===== config.mk =====
export PLATFORM = sky130hd
export DESIGN_NAME = btb_predictor
export DESIGN_NICKNAME = d
export VERILOG_FILES = /design/src/rtl/btb_pkg.sv /design/src/rtl/btb_table.sv /design/src/rtl/btb_lookup.sv /design/src/rtl/btb_nextpc.sv /design/src/rtl/btb_predictor.sv
export SDC_FILE = /design/constraint.sdc
export NUM_CORES = 1
export LEC_CHECK = 0
export ABC_CLOCK_PERIOD_IN_PS = 3700
export BUFFER_PORTS_ARGS = -buffer_cell sky130_fd_sc_hd__buf_2
export CAP_MARGIN = 20
export CORE_ASPECT_RATIO = 0.8
export CORE_MARGIN = 2
export CORE_UTILIZATION = 51
export DETAILED_ROUTE_END_ITERATION = 7
export PLACE_DENSITY = 0.81
export SYNTH_ARGS = -nofsm -noshare
export SYNTH_HDL_FRONTEND = slang
export SYNTH_SLANG_ARGS = --single-unit

===== constraint.sdc =====
create_clock -name clk -period 3.7 [get_ports clk]
set_input_delay 0.185 -clock clk [delete_from_list [all_inputs] [get_ports clk]]
set_output_delay 0.185 -clock clk [all_outputs]
set_load 0.01 [all_outputs]

===== src/rtl/btb_pkg.sv =====
package btb_pkg;

    typedef logic [1:0] ctr_t;

    localparam ctr_t CTR_RESET = 2'b00;
    localparam ctr_t CTR_MAX   = 2'b11;

    // One saturating step toward the observed direction.
    function automatic ctr_t ctr_step(ctr_t cur, logic taken);
        ctr_t res;
        if (taken) begin
            res = (cur == CTR_MAX) ? cur : cur + 2'd1;
        end else begin
            res = (cur == CTR_RESET) ? cur : cur - 2'd1;
        end
        return res;
    endfunction

    // Upper half of the counter range means taken.
    function automatic logic ctr_taken(ctr_t cur);
        return cur[1];
    endfunction

endpackage


===== src/rtl/btb_table.sv =====
module btb_table #(
    parameter int ENTRIES = 4,
    parameter int ADDR_W  = 32,
    parameter int IDX_LSB = 1
) (
    input  logic                              clk,
    input  logic                              rst_n,
    input  logic                              upd_valid,
    input  logic [ADDR_W-1:0]                 upd_pc,
    input  logic [ADDR_W-1:0]                 upd_target,
    input  logic                              upd_taken,
    output logic [ENTRIES-1:0]                vld_vec,
    output logic [ENTRIES-1:0][ADDR_W-1:0]    tag_vec,
    output logic [ENTRIES-1:0][ADDR_W-1:0]    tgt_vec,
    output logic [ENTRIES-1:0][1:0]           ctr_vec
);
    import btb_pkg::*;

    localparam int IDX_W = $clog2(ENTRIES);

    typedef struct packed {
        logic              vld;
        logic [ADDR_W-1:0] tag;
        logic [ADDR_W-1:0] tgt;
        ctr_t              ctr;
    } slot_t;

    logic [IDX_W-1:0] upd_idx;
    assign upd_idx = upd_pc[IDX_LSB +: IDX_W];

    for (genvar g = 0; g < ENTRIES; g++) begin : g_slot
        slot_t slot_d;
        slot_t slot_q;
        logic  sel;
        logic  same;

        assign sel  = upd_valid && (upd_idx == IDX_W'(g));
        assign same = slot_q.vld && (slot_q.tag == upd_pc);

        always_comb begin
            slot_d = slot_q;
            if (sel) begin
                slot_d.tgt = upd_target;
                if (same) begin
                    slot_d.ctr = ctr_step(slot_q.ctr, upd_taken);
                end else begin
                    slot_d.vld = 1'b1;
                    slot_d.tag = upd_pc;
                    slot_d.ctr = ctr_step(CTR_RESET, upd_taken);
                end
            end
        end

        always_ff @(posedge clk) begin
            if (!rst_n) begin
                slot_q <= '0;
            end else begin
                slot_q <= slot_d;
            end
        end

        assign vld_vec[g] = slot_q.vld;
        assign tag_vec[g] = slot_q.tag;
        assign tgt_vec[g] = slot_q.tgt;
        assign ctr_vec[g] = slot_q.ctr;
    end

endmodule


===== src/rtl/btb_lookup.sv =====
module btb_lookup #(
    parameter int ENTRIES = 4,
    parameter int ADDR_W  = 32,
    parameter int IDX_LSB = 1
) (
    input  logic [ADDR_W-1:0]              fetch_pc,
    input  logic [ENTRIES-1:0]             vld_vec,
    input  logic [ENTRIES-1:0][ADDR_W-1:0] tag_vec,
    input  logic [ENTRIES-1:0][ADDR_W-1:0] tgt_vec,
    input  logic [ENTRIES-1:0][1:0]        ctr_vec,
    output logic                           hit,
    output logic                           taken,
    output logic [ADDR_W-1:0]              target
);
    import btb_pkg::*;

    localparam int IDX_W = $clog2(ENTRIES);

    logic [IDX_W-1:0] idx;
    assign idx = fetch_pc[IDX_LSB +: IDX_W];

    always_comb begin
        hit    = vld_vec[idx] && (tag_vec[idx] == fetch_pc);
        taken  = hit && ctr_taken(ctr_vec[idx]);
        target = tgt_vec[idx];
    end

endmodule


===== src/rtl/btb_nextpc.sv =====
module btb_nextpc #(
    parameter int ADDR_W  = 32,
    parameter int PC_STEP = 1
) (
    input  logic [ADDR_W-1:0] fetch_pc,
    input  logic              taken,
    input  logic [ADDR_W-1:0] target,
    input  logic              redir_valid,
    input  logic [ADDR_W-1:0] redir_pc,
    output logic [ADDR_W-1:0] next_pc
);
    logic [ADDR_W-1:0] seq_pc;
    assign seq_pc = fetch_pc + ADDR_W'(PC_STEP);

    always_comb begin
        if (redir_valid) begin
            next_pc = redir_pc;
        end else if (taken) begin
            next_pc = target;
        end else begin
            next_pc = seq_pc;
        end
    end

endmodule


===== src/rtl/btb_predictor.sv =====
module btb_predictor #(
    parameter int ENTRIES = 4,
    parameter int ADDR_W  = 32,
    parameter int IDX_LSB = 1,
    parameter int PC_STEP = 1
) (
    input  logic              clk,
    input  logic              rst_n,
    input  logic [ADDR_W-1:0] fetch_pc,
    input  logic              redir_valid,
    input  logic [ADDR_W-1:0] redir_pc,
    input  logic              upd_valid,
    input  logic [ADDR_W-1:0] upd_pc,
    input  logic [ADDR_W-1:0] upd_target,
    input  logic              upd_taken,
    output logic [ADDR_W-1:0] next_pc,
    output logic              pred_hit,
    output logic              pred_taken
);
    logic [ENTRIES-1:0]             vld_vec;
    logic [ENTRIES-1:0][ADDR_W-1:0] tag_vec;
    logic [ENTRIES-1:0][ADDR_W-1:0] tgt_vec;
    logic [ENTRIES-1:0][1:0]        ctr_vec;
    logic [ADDR_W-1:0]              lkp_target;

    btb_table #(.ENTRIES(ENTRIES), .ADDR_W(ADDR_W), .IDX_LSB(IDX_LSB)) u_table (
        .clk        (clk),
        .rst_n      (rst_n),
        .upd_valid  (upd_valid),
        .upd_pc     (upd_pc),
        .upd_target (upd_target),
        .upd_taken  (upd_taken),
        .vld_vec    (vld_vec),
        .tag_vec    (tag_vec),
        .tgt_vec    (tgt_vec),
        .ctr_vec    (ctr_vec)
    );

    btb_lookup #(.ENTRIES(ENTRIES), .ADDR_W(ADDR_W), .IDX_LSB(IDX_LSB)) u_lookup (
        .fetch_pc (fetch_pc),
        .vld_vec  (vld_vec),
        .tag_vec  (tag_vec),
        .tgt_vec  (tgt_vec),
        .ctr_vec  (ctr_vec),
        .hit      (pred_hit),
        .taken    (pred_taken),
        .target   (lkp_target)
    );

    btb_nextpc #(.ADDR_W(ADDR_W), .PC_STEP(PC_STEP)) u_nextpc (
        .fetch_pc    (fetch_pc),
        .taken       (pred_taken),
        .target      (lkp_target),
        .redir_valid (redir_valid),
        .redir_pc    (redir_pc),
        .next_pc     (next_pc)
    );

endmodule


==> impl_metrics.py, run 1 <==
metrics = {
    "outcome": {
        "outcome": "completed",
    },
    "placed_design": {
        "dp_hpwl_mm": 32.88,
        "dpl_worst_slack_ns": 0.4997,
        "portBuffers": 166,
        "place_congestion": 1.020,
    },
    "floorplanning": {
        "core_area_sq_mm": 0.02821,
        "fp.dieW_microns": 193.0,
        "initial_core_util_pct": 51.64,
        "core.rowCount": 55,
        "dieArea_sq_mm": 0.02995,
        "die_y_microns": 155.2,
        "io_pins": 167,
    },
    "synth": {
        "ys_top_cells_by_area": "dfxtp_1 (37%), nand2_1 (11%), a21oi_1 (8.0%)",
        "syn_nets": 1918,
        "yosysTopAreaCell": "dfxtp_1",
        "synth_area_sq_mm": 0.01457,
        "syn_area_per_cell_sq_um": 8.167,
        "ys_async_sr_fraction_pct": 0,
        "synth_cells": 1784,
        "ys.flop_type": "dfxtp_1",
        "yosys_warnings": 0,
        "yosys.area.top_type_share_pct": 36.82,
        "ys_seq_elements": 268,
        "ys_types": 57,
        "synth_seq_area_share_pct": 36.82,
        "synth_enable_flop_cells": 0,
    },
    "timing": {
        "hold_viol_final": 0,
        "worst_pin_slew_ns": 1.027,
        "slew_violations": 0,
        "layout_setup_ws_ns": 0.2478,
        "setup_viol": 0,
        "fin_tns_setup_ns": 0,
        "fin_crit_sh_pct": 93.30,
        "clock_skew_ns": 0.01566,
        "rsz0062_at_grt": "false",
        "fmax_mhz": 289.7,
        "slew_headroom_pct": 31.56,
        "hold_ws_ns": 0.01285,
        "min_period_ns": 3.452,
    },
    "pwr": {
        "vdd_drop_max_mv": 0.3708,
        "comb_power_share_pct": 14.4,
        "p_leak_nw": 6.638,
        "seqPwrFrac_pct": 44.0,
        "powerDensity_mw_per_mm2": 408.7,
        "switching_share_pct": 27.15,
        "power_frac_clock_pct": 41.6,
        "power.switching_w": 0.001886,
        "p_int_w": 0.005061,
    },
    "global_routing": {
        "antenna_found_initial": 3,
        "grt_first_pass_wirelength_mm": 74.13,
        "grt_max_degree": 117,
        "grt_pass1_vias": 13130,
        "grtUsageTotal_pct": 31.79,
        "gr-total-overflow": 0,
    },
    "worst_setup_path": {
        "start_kind": "register",
        "required_ns": 3.51,
        "reg2regPathDepth": 8,
        "end_kind": "output port",
        "cp_max_fo": 18,
        "r2r_slack_ns": 0.64,
        "crit_start": "u_table.tag_vec[127]$_SDFFE_PN0P_",
        "endpoint": "next_pc[23]",
        "cp.arrival_ns": 3.27,
        "rr_endpoint": "u_table.tag_vec[94]$_SDFFE_PN0P_",
        "r2r-start": "u_table.tag_vec[82]$_SDFFE_PN0P_",
        "path_class": "register to output port",
    },
    "drt": {
        "via_count": 14170,
        "dr.pass1.iters": 6,
        "drtAntennaViolNets": 0,
        "wl_mm": 48.74,
        "wl_per_cell_microns": 21.26,
        "vias_per_cell": 6.181,
        "drc": 0,
        "drtIter0Drc": 1900,
    },
    "clock_network": {
        "cts_tree": "built",
        "cts_buffers": 27,
        "clk_latency_ns": 0.54,
        "clockBufferDepth": 3,
        "path_clk_slew_ns": 0.07,
        "cts_sinks": 268,
        "h-tree-depth": 1,
        "cts_resized": 0,
        "clockRootBuffer": "clkbuf_16",
    },
    "layout": {
        "drive_gt1_share_pct": 17.86,
        "nNetsFinal": 2034,
        "syn_to_final_growth_pct": 16.66,
        "fillCellCount": 2373,
    },
    "hold_path": {
        "hold_path.class": "input pin to register",
        "min_path_cells": 3,
    },
    "run": {
        "cap_violations": 0,
    },
}
-- layout by cell type (no fill, tap or decap), types with 27 or more instances in the layout --
cell | Yosys | final
dlygate4sd3_1 | 0 | 51
nor2_1 | 111 | 109
mux4_2 | 49 | 49
nand3_1 | 71 | 70
buf_2 | 18 | 164
nand2_1 | 413 | 413
clkbuf_16 | 0 | 27
mux2i_1 | 70 | 70
o21ai_1 | 30 | 29
xnor2_1 | 100 | 100
xor2_1 | 88 | 88
a21oi_1 | 234 | 234
dfxtp_1 | 268 | 268
-- metrics by stage --
stage | instances | utilization, % | total power [W] | instance area, sq um
2_1_floorplan | 1784 | - | 0.003699 | 14570
5_1_grt | 2291 | 60.23 | 0.007139 | 16990
4_1_cts | 2289 | 60.15 | 0.006908 | 16970
3_3_place_gp | 2189 | 55.08 | 0.004014 | 15540
3_5_place_dp | 2189 | 55.08 | 0.004039 | 15540
6_report | 2293 | 60.24 | 0.006947 | 17000
-- worst max-delay path, stage by stage (launching register included) --
cell and delay, ns:
dfxtp_1 0.34, mux4_2 0.49, xnor2_1 0.32, nand4_1 0.14, nor2_1 0.18, and4b_2 0.57
buf_12 0.22, a21oi_2 0.07, o21ai_1 0.21, buf_2 0.17
-- flip-flops by register name, indices dropped and copies added (netlist names) --
signal	flops
u_table.tag_vec	128
u_table.tgt_vec	128
u_table.ctr_vec	8
u_table.vld_vec	4
-- synth_stat cells (all sizes together) (2+ instances only) --
cell type	n
nor3b	3
nor3	13
nand3	71
and4	4
o31ai	4
a41o	2
dfxtp	268
nor2	111
a21o	3
clkbuf	123
nand4	25
mux4	51
a22oi	2
and2	4
mux2i	70
o21ai	40
a22o	2
a2bb2oi	2
a31o	30
inv	11
xor2	88
a21oi	243
nand2b	2
a221oi	5
nand2	413
or2	2
buf	39
mux2	4
nor4	21
and3	12
xnor2	100
-- how the worst min path moves through the flow --
stage	slack (ns)	startpoint	end
6_report	0.01	upd_pc[7]	u_table.tag_vec[7]$_SDFFE_PN0P_
5_1_grt	0.03	upd_pc[29]	u_table.tag_vec[125]$_SDFFE_PN0P_
4_1_cts	0.00005	upd_pc[13]	u_table.tag_vec[13]$_SDFFE_PN0P_
3_5_place_dp	0.44	u_table.tgt_vec[110]$_SDFFE_PN0P_	u_table.tgt_vec[110]$_SDFFE_PN0P_
3_3_place_gp	0.44	u_table.tgt_vec[54]$_SDFFE_PN0P_	u_table.tgt_vec[54]$_SDFFE_PN0P_
2_1_floorplan	0.32	upd_target[0]	u_table.tgt_vec[0]$_SDFFE_PN0P_
-- final cells by class --
type | count | area (sq um) | area share [%]
timing repair buffer | 249 | 1699 | 9.996
multi-input combinational | 1343 | 8497 | 49.99
antenna | 3 | 7.507 | 0.04417
clock inverter | 14 | 183.9 | 1.082
clock buffer | 35 | 735.7 | 4.328
sequential | 268 | 5365 | 31.56
inverter | 11 | 46.29 | 0.2724
tap | 370 | 462.9 | 2.724
-- cell families after synthesis --
kind of cell             count (synthesis)  share of synthesized area [%]
buffers and inverters                  173                          5.135
multiplexers                           125                          13.05
AO/OA/AOI/OAI                          341                          13.47
AND/OR/NAND/NOR                        688                          20.14
flip-flops                             268                          36.82
XOR/XNOR                               188                          11.30
adder cells (fa/ha/maj)                  1                        0.08586
-- power groups by stage --
stage          Combinational, W  Sequential (W)  Clock [W]
6_report                0.00100         0.00306    0.00289
5_1_grt                 0.00106         0.00306    0.00301
4_1_cts                0.000972         0.00305    0.00288
3_5_place_dp           0.000921         0.00312          0
3_3_place_gp           0.000904         0.00311          0
2_1_floorplan          0.000605         0.00309          0
-- repair_timing --
item	CTS	global route
buffers inserted	0	0
endpoints found under the hold margin	162	0
hold buffers	51	0
-- layer usage --
metal	wire, microns	GRT usage (%)	up-vias	share of wire, %
met4	1859	11.26	0	3.8
li1	-	-	6319	-
met3	6886	9.497	134	14
met5	0	0	-	0
met2	20930	47.04	975	43
met1	19070	44.01	6744	39
Note: power is estimated with default switching activity, not from simulation.
==> run 2, diff against run 1 <==
--- a/config.mk
+++ b/config.mk
@@ -8,7 +8,7 @@
 export ABC_CLOCK_PERIOD_IN_PS = 3700
 export BUFFER_PORTS_ARGS = -buffer_cell sky130_fd_sc_hd__buf_2
 export CAP_MARGIN = 20
-export CORE_ASPECT_RATIO = 0.8
+export CORE_ASPECT_RATIO = 1.5
 export CORE_MARGIN = 2
 export CORE_UTILIZATION = 51
 export DETAILED_ROUTE_END_ITERATION = 7
==> run 2 against run 1 <==
The flow now finishes with violations (negative setup slack). Register-to-register slack worse by 0.29 ns. Hold slack barely moved. Combinational power hardly changed. Design area shrank 0.11%. Die area is essentially flat. Largest cell class unchanged. Highest routed layer unchanged.
==> impl_metrics.py, run 2 (synthesis gave the netlist of run 1 again) <==
metrics = {
    "placed_design": {
        "dpl_worst_slack_ns": 0.3063,
        "place_congestion": 1.004,
        "dp_hpwl_mm": 33.70,
        "portBuffers": 166,
    },
    "pwr": {
        "vdd_drop_max_mv": 0.3070,
        "p_leak_nw": 6.648,
        "powerDensity_mw_per_mm2": 401.1,
    },
    "timing": {
        "slew_violations": 0,
        "rsz0062_at_grt": "false",
        "hold_ws_ns": 0.01301,
        "setup_viol": 2,
        "fin_crit_sh_pct": 100.3,
        "slew_headroom_pct": 22.79,
        "fin_tns_setup_ns": -0.01909,
        "fmax_mhz": 269.5,
        "hold_viol_final": 0,
        "layout_setup_ws_ns": -0.01079,
        "clock_skew_ns": 0.009339,
        "worst_pin_slew_ns": 1.155,
        "min_period_ns": 3.711,
    },
    "clock_network": {
        "cts_tree": "built",
        "clk_latency_ns": 0.55,
        "clockBufferDepth": 3,
        "cts_sinks": 268,
        "h-tree-depth": 1,
        "clockRootBuffer": "clkbuf_16",
        "cts_buffers": 26,
        "path_clk_slew_ns": 0.07,
    },
    "worst_setup_path": {
        "cp.arrival_ns": 3.53,
        "end_kind": "output port",
        "required_ns": 3.51,
        "path_class": "register to output port",
        "start_kind": "register",
        "r2r_slack_ns": 0.35,
        "r2r-start": "u_table.tag_vec[88]$_SDFFE_PN0P_",
        "cp_max_fo": 28,
        "crit_start": "u_table.tag_vec[85]$_SDFFE_PN0P_",
    },
    "floorplanning": {
        "core_area_sq_mm": 0.02806,
        "core.rowCount": 75,
        "fp.dieW_microns": 142.0,
        "initial_core_util_pct": 51.93,
        "io_pins": 167,
        "dieArea_sq_mm": 0.02996,
        "die_y_microns": 211.0,
    },
    "global_routing": {
        "grt_first_pass_wirelength_mm": 76.82,
        "grtUsageTotal_pct": 33.13,
        "gr-total-overflow": 0,
        "grt_pass1_vias": 13860,
        "antenna_found_initial": 2,
        "grt_max_degree": 169,
    },
    "layout": {
        "fillCellCount": 2355,
        "syn_to_final_growth_pct": 16.53,
        "nNetsFinal": 2043,
        "register_area_sq_mm": 0.005365,
        "final_common_cell": "nand2_1",
        "drive_gt1_share_pct": 17.59,
        "final_cell_mix": "nand2_1 (413), dfxtp_1 (268), a21oi_1 (234), buf_2 (164), nor2_1 (109)",
        "final_util_pct": 60.51,
        "multiInputGateArea_sq_mm": 0.008499,
    },
    "hold_path": {
        "hp-start": "upd_pc[6]",
        "hold_path.class": "input pin to register",
    },
    "drt": {
        "wl_mm": 50.79,
        "vias_per_cell": 6.242,
        "dr.pass1.iters": 8,
        "drtIter0Drc": 1498,
        "drc": 0,
        "drtAntennaViolNets": 0,
        "via_count": 14200,
        "wl_per_cell_microns": 22.33,
    },
    "outcome": {
        "failed_checks": "negative setup slack",
        "outcome": "finished with violations",
    },
    "run": {
        "cap_violations": 0,
    },
}
-- run 2: cell count changes in the layout (fill, tap and decap cells not counted), moves of 3 or more --
| cell | delta |
|---|---|
| buf_4 | +4 |
| dlygate4sd3_1 | +8 |
| clkinv_2 | -3 |
| clkbuf_1 | +3 |
| clkinvlp_4 | -3 |
-- run 2: area by class of cell --
cell class	count	share of cell area (%)
Sequential cell	268	31.60
Clock buffer	40	4.562
Timing Repair Buffer	259	10.42
Inverter	11	0.2727
Clock inverter	6	0.5085
Multi-Input combinational cell	1343	50.06
Tap cell	346	2.550
Antenna cell	2	0.02948
-- run 2: repair_timing --
item                                    in CTS  in global routing
endpoints found under the setup margin       0                 29
hold buffers                                59                  0
gates resized for setup                      0                  1
endpoints found under the hold margin      179                  0
setup buffers                                0                  0
-- run 2: power by group --
part	switching [W]	internal, W	total (W)
clock network	0.00116	0.00158	0.00273
logic	0.000619	0.000402	0.00102
registers	0.0000739	0.00298	0.00305
-- run 2: worst max-delay path: stages (launching register included) --
cell and delay (ns):
dfxtp_1 0.40, mux2i_1 0.21, a221oi_1 0.62, o21ai_0 0.29, o21ai_0 0.25, and4b_4 0.56
buf_12 0.22, a21oi_1 0.08, o21ai_1 0.19, buf_2 0.16
-- run 2: per-stage QoR --
step | std cells | cell area (sq um) | power (W)
finish | 2275 | 16980 | 0.006810
global route | 2275 | 16980 | 0.006996
CTS | 2271 | 16930 | 0.006781
detailed placement | 2166 | 15480 | 0.004044
global placement | 2166 | 15480 | 0.004023
floorplan | 1784 | 14570 | 0.003699
-- run 2: worst paths after layout --
kind / endpoint / cells past startpoint
setup / recovery: next_pc[2] / 9
hold / removal: u_table.tag_vec[6]$_SDFFE_PN0P_ / 3
setup reg to reg: u_table.tag_vec[67]$_SDFFE_PN0P_ / 8
hold reg to reg: u_table.tgt_vec[104]$_SDFFE_PN0P_ / 2
-- run 2: routing by layer --
metal | up-vias | wire [microns] | global-route usage (%)
met5 | - | 0 | 0
met4 | 0 | 4301 | 25.38
met3 | 273 | 4694 | 5.373
met2 | 949 | 24580 | 55.76
met1 | 6642 | 17210 | 37.28
li1 | 6337 | - | -
